===== src/rtl/fsup_pkg.sv =====
package fsup_pkg;
  typedef enum logic [1:0] {
    ST_OFF     = 2'd0,
    ST_RUN     = 2'd1,
    ST_FAULT   = 2'd2,
    ST_CROWBAR = 2'd3
  } sup_state_e;
endpackage


===== src/rtl/fsup_valley_qual.sv =====
module fsup_valley_qual #(
  parameter int OC_CYCLES = 8
) (
  input  logic clk,
  input  logic rst_n,
  input  logic clr,
  input  logic strobe,
  input  logic valley_oc,
  output logic trip
);
  localparam int CNT_W = $clog2(OC_CYCLES + 1);
  localparam logic [CNT_W-1:0] LAST = CNT_W'(OC_CYCLES - 1);
  localparam logic [CNT_W-1:0] TOP  = CNT_W'(OC_CYCLES);

  logic [CNT_W-1:0] cnt_q, cnt_d;

  always_comb begin
    cnt_d = cnt_q;
    if (clr) begin
      cnt_d = '0;
    end else if (strobe) begin
      if (!valley_oc)        cnt_d = '0;
      else if (cnt_q != TOP) cnt_d = cnt_q + 1'b1;
    end
  end

  always_ff @(posedge clk or negedge rst_n) begin
    if (!rst_n) cnt_q <= '0;
    else        cnt_q <= cnt_d;
  end

  assign trip = !clr && strobe && valley_oc && (cnt_q >= LAST);

  // a clean strobe leaves no streak behind for the following cycle
  a_r5_clean_strobe_clears: assert property (@(posedge clk) disable iff (!rst_n)
    (!clr && strobe && !valley_oc) |=> (cnt_q == '0));
  // cycles without a strobe leave the streak untouched
  a_r6_no_strobe_holds: assert property (@(posedge clk) disable iff (!rst_n)
    (!clr && !strobe) |=> $stable(cnt_q));
endmodule


===== src/rtl/fsup_restart_gate.sv =====
module fsup_restart_gate (
  input  logic clk,
  input  logic rst_n,
  input  logic por_ok,
  input  logic en,
  input  logic ot_hot,
  input  logic ot_cool,
  input  logic launch,
  output logic start_ok
);
  logic hold_q, hold_d;
  logic arm_q, arm_d;

  always_comb begin
    hold_d = hold_q;
    if (ot_hot)       hold_d = 1'b1;
    else if (ot_cool) hold_d = 1'b0;

    arm_d = arm_q;
    if (!en || !por_ok)     arm_d = 1'b1;
    else if (launch || hold_q) arm_d = 1'b0;
  end

  always_ff @(posedge clk or negedge rst_n) begin
    if (!rst_n) begin
      hold_q <= 1'b0;
      arm_q  <= 1'b1;
    end else begin
      hold_q <= hold_d;
      arm_q  <= arm_d;
    end
  end

  assign start_ok = arm_q && !hold_q;

  // an enable that is high while still hot does not arm a restart
  a_r8_hot_disarms: assert property (@(posedge clk) disable iff (!rst_n)
    (hold_q && en && por_ok) |=> !start_ok);
endmodule


===== src/rtl/fsup_core.sv =====
module fsup_core
  import fsup_pkg::*;
(
  input  logic       clk,
  input  logic       rst_n,
  input  logic       por_ok,
  input  logic       en,
  input  logic       start_ok,
  input  logic       uv_flag,
  input  logic       ov_flag,
  input  logic       hs_oc,
  input  logic       ot_hot,
  input  logic       oc_trip,
  output sup_state_e state,
  output logic       launch
);
  sup_state_e state_q, state_d;
  logic       shut;

  assign shut = uv_flag || hs_oc || ot_hot || oc_trip;

  always_comb begin
    state_d = state_q;
    if (!por_ok || !en) begin
      state_d = ST_OFF;
    end else begin
      unique case (state_q)
        ST_OFF:  if (start_ok) state_d = ST_RUN;
        ST_RUN: begin
          if (shut)         state_d = ST_FAULT;
          else if (ov_flag) state_d = ST_CROWBAR;
        end
        default: state_d = state_q;
      endcase
    end
  end

  always_ff @(posedge clk or negedge rst_n) begin
    if (!rst_n) state_q <= ST_OFF;
    else        state_q <= state_d;
  end

  assign state  = state_q;
  assign launch = (state_q == ST_OFF) && (state_d == ST_RUN);

  // fault latch holds while enabled and supplied
  a_r9_fault_holds: assert property (@(posedge clk) disable iff (!rst_n)
    (state_q == ST_FAULT && en && por_ok) |=> (state_q == ST_FAULT));
  // crowbar holds while enabled and supplied
  a_r9_crowbar_holds: assert property (@(posedge clk) disable iff (!rst_n)
    (state_q == ST_CROWBAR && en && por_ok) |=> (state_q == ST_CROWBAR));
  // instant high-side trip
  a_r7_hs_trip: assert property (@(posedge clk) disable iff (!rst_n)
    (state_q == ST_RUN && en && por_ok && hs_oc) |=> (state_q == ST_FAULT));
  // supply loss forces off
  a_r13_por_off: assert property (@(posedge clk) disable iff (!rst_n)
    !por_ok |=> (state_q == ST_OFF));
endmodule


===== src/rtl/fsup_out_decode.sv =====
module fsup_out_decode
  import fsup_pkg::*;
(
  input  sup_state_e state,
  input  logic       en,
  input  logic       por_ok,
  input  logic       reg_ok,
  input  logic       above_ref,
  output logic       hs_gate_en,
  output logic       ls_force_on,
  output logic       fets_off,
  output logic       discharge_en,
  output logic       pgood
);
  logic is_run, is_cb, is_dead;

  assign is_run  = (state == ST_RUN);
  assign is_cb   = (state == ST_CROWBAR);
  assign is_dead = (state == ST_OFF) || (state == ST_FAULT);

  assign hs_gate_en   = is_run;
  assign ls_force_on  = is_cb && above_ref;
  assign fets_off     = is_dead;
  assign discharge_en = is_dead || !en;
  assign pgood        = is_run && en && por_ok && reg_ok;

  // discharge whenever disabled
  always_comb begin
    a_r10_discharge_when_off: assert (en || discharge_en);
  end
  // power-good never without its qualifiers
  always_comb begin
    a_r11_pgood_qualified: assert (!pgood || (por_ok && en && reg_ok && !fets_off));
  end
endmodule


===== src/rtl/fault_supervisor.sv =====
module fault_supervisor
  import fsup_pkg::*;
#(
  parameter int OC_CYCLES = 8
) (
  input  logic clk,
  input  logic rst_n,
  input  logic por_ok,
  input  logic en,
  input  logic reg_ok,
  input  logic uv_flag,
  input  logic ov_flag,
  input  logic above_ref,
  input  logic pwm_strobe,
  input  logic valley_oc,
  input  logic hs_oc,
  input  logic ot_hot,
  input  logic ot_cool,
  output logic hs_gate_en,
  output logic ls_force_on,
  output logic fets_off,
  output logic discharge_en,
  output logic pgood
);
  sup_state_e state;
  logic       oc_trip, start_ok, launch;

  fsup_valley_qual #(.OC_CYCLES(OC_CYCLES)) u_qual (
    .clk       (clk),
    .rst_n     (rst_n),
    .clr       (state != ST_RUN),
    .strobe    (pwm_strobe),
    .valley_oc (valley_oc),
    .trip      (oc_trip)
  );

  fsup_restart_gate u_gate (
    .clk      (clk),
    .rst_n    (rst_n),
    .por_ok   (por_ok),
    .en       (en),
    .ot_hot   (ot_hot),
    .ot_cool  (ot_cool),
    .launch   (launch),
    .start_ok (start_ok)
  );

  fsup_core u_core (
    .clk      (clk),
    .rst_n    (rst_n),
    .por_ok   (por_ok),
    .en       (en),
    .start_ok (start_ok),
    .uv_flag  (uv_flag),
    .ov_flag  (ov_flag),
    .hs_oc    (hs_oc),
    .ot_hot   (ot_hot),
    .oc_trip  (oc_trip),
    .state    (state),
    .launch   (launch)
  );

  fsup_out_decode u_dec (
    .state        (state),
    .en           (en),
    .por_ok       (por_ok),
    .reg_ok       (reg_ok),
    .above_ref    (above_ref),
    .hs_gate_en   (hs_gate_en),
    .ls_force_on  (ls_force_on),
    .fets_off     (fets_off),
    .discharge_en (discharge_en),
    .pgood        (pgood)
  );

  // undervoltage in run shuts both switches next cycle
  a_r2_uv_shutdown: assert property (@(posedge clk) disable iff (!rst_n)
    (hs_gate_en && en && por_ok && uv_flag) |=> (fets_off && discharge_en && !pgood));
  // overvoltage alone enters crowbar without discharge
  a_r3_ov_crowbar: assert property (@(posedge clk) disable iff (!rst_n)
    (hs_gate_en && en && por_ok && ov_flag && !uv_flag && !hs_oc && !ot_hot && !oc_trip)
      |=> (!hs_gate_en && !fets_off && !pgood));
  // shutdown fault wins over overvoltage
  a_r12_fault_priority: assert property (@(posedge clk) disable iff (!rst_n)
    (hs_gate_en && en && por_ok && ov_flag && uv_flag) |=> fets_off);
endmodule


===== config.mk =====
export PLATFORM = sky130hd
export DESIGN_NAME = fault_supervisor
export DESIGN_NICKNAME = d
export VERILOG_FILES = /design/src/rtl/fsup_pkg.sv /design/src/rtl/fsup_valley_qual.sv /design/src/rtl/fsup_restart_gate.sv /design/src/rtl/fsup_core.sv /design/src/rtl/fsup_out_decode.sv /design/src/rtl/fault_supervisor.sv
export SDC_FILE = /design/constraint.sdc
export NUM_CORES = 1
export LEC_CHECK = 0
export ABC_AREA = 1
export CORE_MARGIN = 2
export CORE_UTILIZATION = 40
export CTS_CLUSTER_SIZE = 20
export DETAILED_ROUTE_END_ITERATION = 10
export GPL_TIMING_DRIVEN = 0
export PLACE_DENSITY_LB_ADDON = 0.2
export SLEW_MARGIN = 20
export SYNTH_ARGS = -nofsm -noshare
export SYNTH_HDL_FRONTEND = slang
export SYNTH_SLANG_ARGS = --single-unit
export TNS_END_PERCENT = 50

===== constraint.sdc =====
create_clock -name clk -period 3.1 [get_ports clk]
set_input_delay 0.62 -clock clk [delete_from_list [all_inputs] [get_ports clk]]
set_output_delay 0.62 -clock clk [all_outputs]
set_load 0.03 [all_outputs]

* After elaboration in Yosys (flattened, before gate mapping)
Cells that the tools add are included.
W data, S select, Z words.
** Operators by class
- $add $sub $neg :: 1
- $lt $le $gt $ge :: 1
- Equal/unequal tests :: 7
- Muxes and demuxes :: 13
- Reduce and logical (&&, ||, !) cells :: 25
** Operator list (number)
- $mux W4 :: 4
- $logic_and A1 B1 Y1 :: 9
- $mux W2 :: 4
- $logic_or A1 B1 Y1 :: 7
- $reduce_bool A2 Y1 :: 3
- $add A4 B1 Y4 const B :: 1
- $eq A2 B1 Y1 const B :: 2
- $eq A2 B2 Y1 const B :: 2
- $ge A4 B3 Y1 const B :: 1
- $logic_not A1 Y1 :: 4
- $mux W1 :: 4
- $ne A4 B4 Y1 const B :: 1
- $pmux W2 S2 :: 1
- $ne A3 B1 Y1 const B :: 1
- $logic_not A2 Y1 :: 1
- $ne A2 B1 Y1 const B :: 1
- $reduce_and A2 Y1 :: 1
** Word-level totals
- Register bits :: 8
- Bits of input ports :: 13
- Output and inout port bits :: 5
- Logic and storage cells :: 51

* Longest topological paths before layout
Gate-level depths: netlist (run 1).
- Word-level depth :: 14
- Gate-level depth with buffers :: 7
- Gate-level depth less buffers :: 7

* Hierarchy
From an unflattened synthesis (run 1), not the netlist that was laid out.
** Second synthesis, totals
- Cells, all modules :: 75
- Area total of the unflattened synthesis :: 544.3 um^2
** Modules (own cells, without submodules)
- fsup_valley_qual :: times used 1, cells an instance 34, area an instance 281.5 um^2, seq. area each 100.1 um^2
- fsup_core :: times used 1, cells an instance 19, area an instance 126.4 um^2, seq. area each 50.0 um^2
- fsup_restart_gate :: times used 1, cells an instance 11, area an instance 93.8 um^2, seq. area each 51.3 um^2
- fsup_out_decode :: times used 1, cells an instance 9, area an instance 35.0 um^2, seq. area each 0.0 um^2
- fault_supervisor :: times used 1, cells an instance 2, area an instance 7.5 um^2, seq. area each 0.0 um^2

* Worst setup path before layout (run 1)
No wires, ideal clock.
- Kind :: in2out
- Start :: input port por_ok
- End :: output port pgood
- Arrival :: 1207 ps
- Slack :: 1273 ps
- Stages :: 4
- Buffers on the path :: 0
- Cell sequence :: nand2_1 inv_1 nand2_1 nor2_1
** On the way
- Word-level cells in the longest chain between the ends :: 2
** Ends and longest elaborated chain
- start: declaration :: line fault_supervisor.sv:8 : input logic por_ok,
- $logic_and A1 B1 Y1 (2 in series) :: line fsup_out_decode.sv:25 : assign pgood = is_run && en && por_ok && reg_ok;
- end: declaration :: line fault_supervisor.sv:23 : output logic pgood
Every way passes these cells.

* Worst setup path after layout (run 1)
- Start :: input port en
- End :: output port pgood
** On the way
- Word-level cells in the longest chain between the ends :: 3
** Ends and longest elaborated chain
- start: declaration :: line fault_supervisor.sv:9 : input logic en,
- $logic_and A1 B1 Y1 (3 in series) :: line fsup_out_decode.sv:25
Every way passes these cells.

==> results of run 1 <==
==> layout make-up <==
type,count,share of cell area (%)
timing repair buffer,17,22.90
inverter,14,7.407
sequential,8,27.10
tap,15,2.525
multi-input combinational,48,36.53
clock buffer,4,3.535
==> registers in the layout, summed over array words and instances (netlist names) <==
signal	cells
u_qual.cnt_q	4
u_core.state	2
u_gate.hold_q	1
u_gate.arm_q	1
==> through the flow <==
step | hold WS [ns] | power (mW) | worst slack (ns)
finish | 0.5120 | 0.2365 | 0.4112
detailed placement | 0.5116 | 0.1520 | 0.4171
global route | 0.5634 | 0.2528 | 0.3452
floorplan | 0.3244 | 0.1279 | 1.273
CTS | 0.5185 | 0.2407 | 0.4043
global placement | 0.4978 | 0.1516 | 0.4012
==> power by group <==
group          total, mW  switching [mW]  leakage [nW]  internal (mW)
Sequential         0.110         0.00198         0.105          0.108
Combinational     0.0401          0.0195         0.247         0.0206
Clock             0.0868          0.0376        0.0150         0.0492
Total              0.237          0.0590         0.367          0.178
==> cell families after synthesis <==
logic type,after synthesis
simple gates,39
buf+inv,14
flops,8
compound gates,7
fa+ha+maj,2
==> how the worst max path moves through the flow <==
stage,startpoint,to
2_1_floorplan,por_ok,pgood
3_3_place_gp,en,pgood
3_5_place_dp,en,pgood
4_1_cts,en,pgood
5_1_grt,en,pgood
6_report,en,pgood
==> cell usage in the layout, fill, tap and decap left out <==
master	instances
sky130_fd_sc_hd__nand4_2	1
sky130_fd_sc_hd__a21oi_2	1
sky130_fd_sc_hd__nor2_4	1
sky130_fd_sc_hd__nand2_2	4
sky130_fd_sc_hd__dfstp_2	1
sky130_fd_sc_hd__ha_1	2
sky130_fd_sc_hd__dfrtp_1	7
sky130_fd_sc_hd__nand3_1	4
sky130_fd_sc_hd__a21oi_1	2
sky130_fd_sc_hd__o21ai_0	2
sky130_fd_sc_hd__inv_2	2
sky130_fd_sc_hd__clkdlybuf4s50_1	17
sky130_fd_sc_hd__nand2_1	18
sky130_fd_sc_hd__or2_1	1
sky130_fd_sc_hd__inv_1	11
sky130_fd_sc_hd__inv_4	1
sky130_fd_sc_hd__nor2_2	1
sky130_fd_sc_hd__clkbuf_1	1
sky130_fd_sc_hd__nand2_4	1
sky130_fd_sc_hd__nor2_1	4
sky130_fd_sc_hd__o21ai_2	2
sky130_fd_sc_hd__nand4_1	4
sky130_fd_sc_hd__clkbuf_4	3
==> critical path, delay by kind of cell <==
kind	cells	cell delay (ns)
buf+inv	3	1.24
simple gates	3	0.20
==> metal layers <==
metal / track usage [%] / routed length (microns) / share of wire (%)
met5: 0 / 0 / 0
met4: 7.500 / 5 / 0.47
met3: 5.000 / 62 / 5.9
met2: 21.43 / 487 / 46
met1: 21.02 / 502 / 47
==> impl.org, run 1 <==
** Timing
- Minimum clock period :: 2.689 ns
- Setup violations remaining at the end of the flow were counted as 0.
- Final worst-path cycle share :: 86.73%
- Maximum clock skew at final layout :: 0.01688 ns
- The number of hold violations in the final report is 0.
- Normalized max-slew margin :: 76.01%
- The number of slew-limit violations in the final report is 0.
- For the pin with the worst max-slew slack, the measured transition is 0.3587 ns.
- Setup repair after global routing left no endpoint under its margin.
- In the final timing run, aggregate negative setup slack is 0 ns.
- Static timing analysis puts the maximum clock frequency at 371.9 MHz.

** Status
- Run status :: finished, final reports clean

** Logic synthesis
- The synthesized netlist devotes 4.739% of its cell area to adder and majority cells.
- Yosys reg bits :: 8
- Yosys top cell area share :: 33.18%
- Xor/xnor cell area share of the yosys netlist :: 0%
- Synth Area in Simple Gates :: 37.91%
- In this run the cell area of the synthesized design comes to 528.0 sq um.
- Async set-reset flop share out of synthesis :: 100.0%
- Synthesis instantiated 20 different standard cells from the library.
- After synthesis, the most frequently instantiated cells are sky130_fd_sc_hd__nand2_1 (18), sky130_fd_sc_hd__inv_1 (11), sky130_fd_sc_hd__dfrtp_1 (7).
- Sequential-to-total area share from yosys stat :: 38.15%
- The most common cell in the synthesized netlist is sky130_fd_sc_hd__nand2_1.
- Multiplexer cells account for 0% of the synthesized area.
- Synthesis handed over a netlist of 70 instances.
- Number of enable flip-flop cells after synthesis :: 0
- Compound-cell area share of the yosys netlist :: 8.768%
- The number of nets in the synthesized netlist is 85.
- Yosys synthesis warning count :: 0
- Main area contributors after synthesis :: sky130_fd_sc_hd__dfrtp_1 (33%), sky130_fd_sc_hd__nand2_1 (13%), sky130_fd_sc_hd__inv_1 (7.8%), sky130_fd_sc_hd__dfstp_2 (5.0%), sky130_fd_sc_hd__ha_1 (4.7%)
- By area, the combinational part of the netlist is dominated by simple AND/OR/NAND/NOR gates.
- A synthesized cell averages 7.543 sq um.
- The biggest area contributor in the post-synthesis netlist is sky130_fd_sc_hd__dfrtp_1.
- Top_reg_cell synth :: sky130_fd_sc_hd__dfrtp_1

** Placement
- After detailed placement, the design holds a cell count of 102.
- Count of buffers inserted at the top-level ports :: 17
- At the end of routability-driven placement, the weighted congestion stood at 0.7734.
- After detailed placement, the total cell area comes to 716.9 sq um.
- Summed over all nets, the half-perimeter wirelength after detailed placement is 852.8 microns.

** Clock tree
- Clock tree from TritonCTS :: yes
- In this run the number of H-tree levels came out at 1.
- Clk root buf :: sky130_fd_sc_hd__clkbuf_4
- CTS saw 8 sinks.
- Buffer levels on the longest clock path :: 2
- Buffers added to address setup during post-CTS repair amount to 0.
- In this run, post-CTS repair resized a total of 0 instances.
- In this run, CTS created clock tree buffers numbering 3.
- Quantity of hold-fixing buffers added after cts :: 0
- Clock Latency Late Sink :: 0.26 ns
- After clock tree synthesis, the clock-pin slew on the worst setup and hold paths is 0.05 ns.

** Final layout
- Number of filler cells placed in the layout :: 119
- Utilization after layout :: 58.58%
- The count of cells in the finished layout, fillers not included, comes to 106.
- Layout cell share with drive strength beyond 1 :: 19.78%
- After the last flow step, the layout net total stands at 107.
- Sequential cell area :: 201.4 sq um
- Post-Layout Inst Area :: 743.2 sq um
- In the final layout, the multi-input gates occupy 271.5 sq um.
- 0 antenna diodes ended up in the layout.
- Compared with the post-synthesis result, the final layout area differs by 40.76%.

** Drt
- Post-route antenna net violation count :: 0
- Total via count after detailed routing :: 495
- In the routed design, unresolved DRC markers number 0.
- The detailed router finished its first iteration with 11 violations.
- Detail-routed via count per cell :: 4.670
- Routed wire length :: 1058 microns
- In the final routed layout, each cell accounts on average for 9.981 microns.
- For this run, the detailed router's first-pass iteration total came to 2.

** Critical path
- Required time of the worst setup path :: 2.48 ns
- CP peak stage delay :: 0.67 ns
- The worst register-to-register path begins at u_qual.cnt_q[0]$_DFFE_PN0P_.
- Largest fanout on the critical path :: 3
- Endpoint of the worst register-to-register path :: u_qual.cnt_q[2]$_DFFE_PN0P_
- The worst register-to-register path has a depth of 7.
- The worst register-to-register path has a setup slack of 1.82 ns.
- For the worst setup path, the data arrival time is 2.07 ns.
- The worst setup path is captured at a primary output.
- The worst setup path is launched from an input pin.
- Among all stages on the critical path, the largest delay is contributed by sky130_fd_sc_hd__clkdlybuf4s50_1.
- Crit Path Class :: in -> out
- Crit path cell chain :: clkdlybuf4s50_1 > nand2_1 > inv_1 > nand2_1 > nor2_1 > clkdlybuf4s50_1

** Worst hold path
- The path with the worst hold slack has its endpoint at u_gate.arm_q$_DFFE_PN1P_.
- Classification of the worst-slack hold path :: reg -> reg
- Along the worst hold path, the cell count comes to 3.
- In this run the most critical hold path is launched from u_gate.hold_q$_DFFE_PN0P_.

** Global routing
- Entering global routing, the biggest net connects 9 pins.
- Via count of the first global-routing pass :: 392
- Number of antenna violations at the first check in global routing :: 0
- After global routing the overflow that remains totals 0.
- Global routing used 15.38% of the available tracks.
- The first global-routing pass estimated 1600 microns of wire.

** Die
- Core ar. :: 0.001269 sq mm
- After floorplanning, the core was divided into 13 placement rows.
- The die covers 0.001627 sq mm.
- The initial utilization of the core area, before any placement, comes to 41.62%.
- In this run the count of I/O pins placed on the die edge is 18.
- Y dimension of the die :: 40.33 microns
- Die Wd :: 40.33 microns

** Power and ir drop
- VDD sags by at most 164.8 uV.
- Leakage power of the design :: 0.3667 nW
- For this design the ratio of total power to cell area is 318.3 mW/mm^2.

** Flow run
- The tool flagged a number of max-cap violations equal to 0.
Note: power is estimated with default switching activity, not from simulation.
==> inputs of run 2 (changes only) <==
--- a/config.mk
+++ b/config.mk
@@ -12,7 +12,6 @@
 export DETAILED_ROUTE_END_ITERATION = 10
 export GPL_TIMING_DRIVEN = 0
 export PLACE_DENSITY_LB_ADDON = 0.2
-export SLEW_MARGIN = 20
 export SYNTH_ARGS = -nofsm -noshare
 export SYNTH_HDL_FRONTEND = slang
 export SYNTH_SLANG_ARGS = --single-unit
==> results of run 2 <==
Final layout, timing and power as in run 1 (identical DEF).
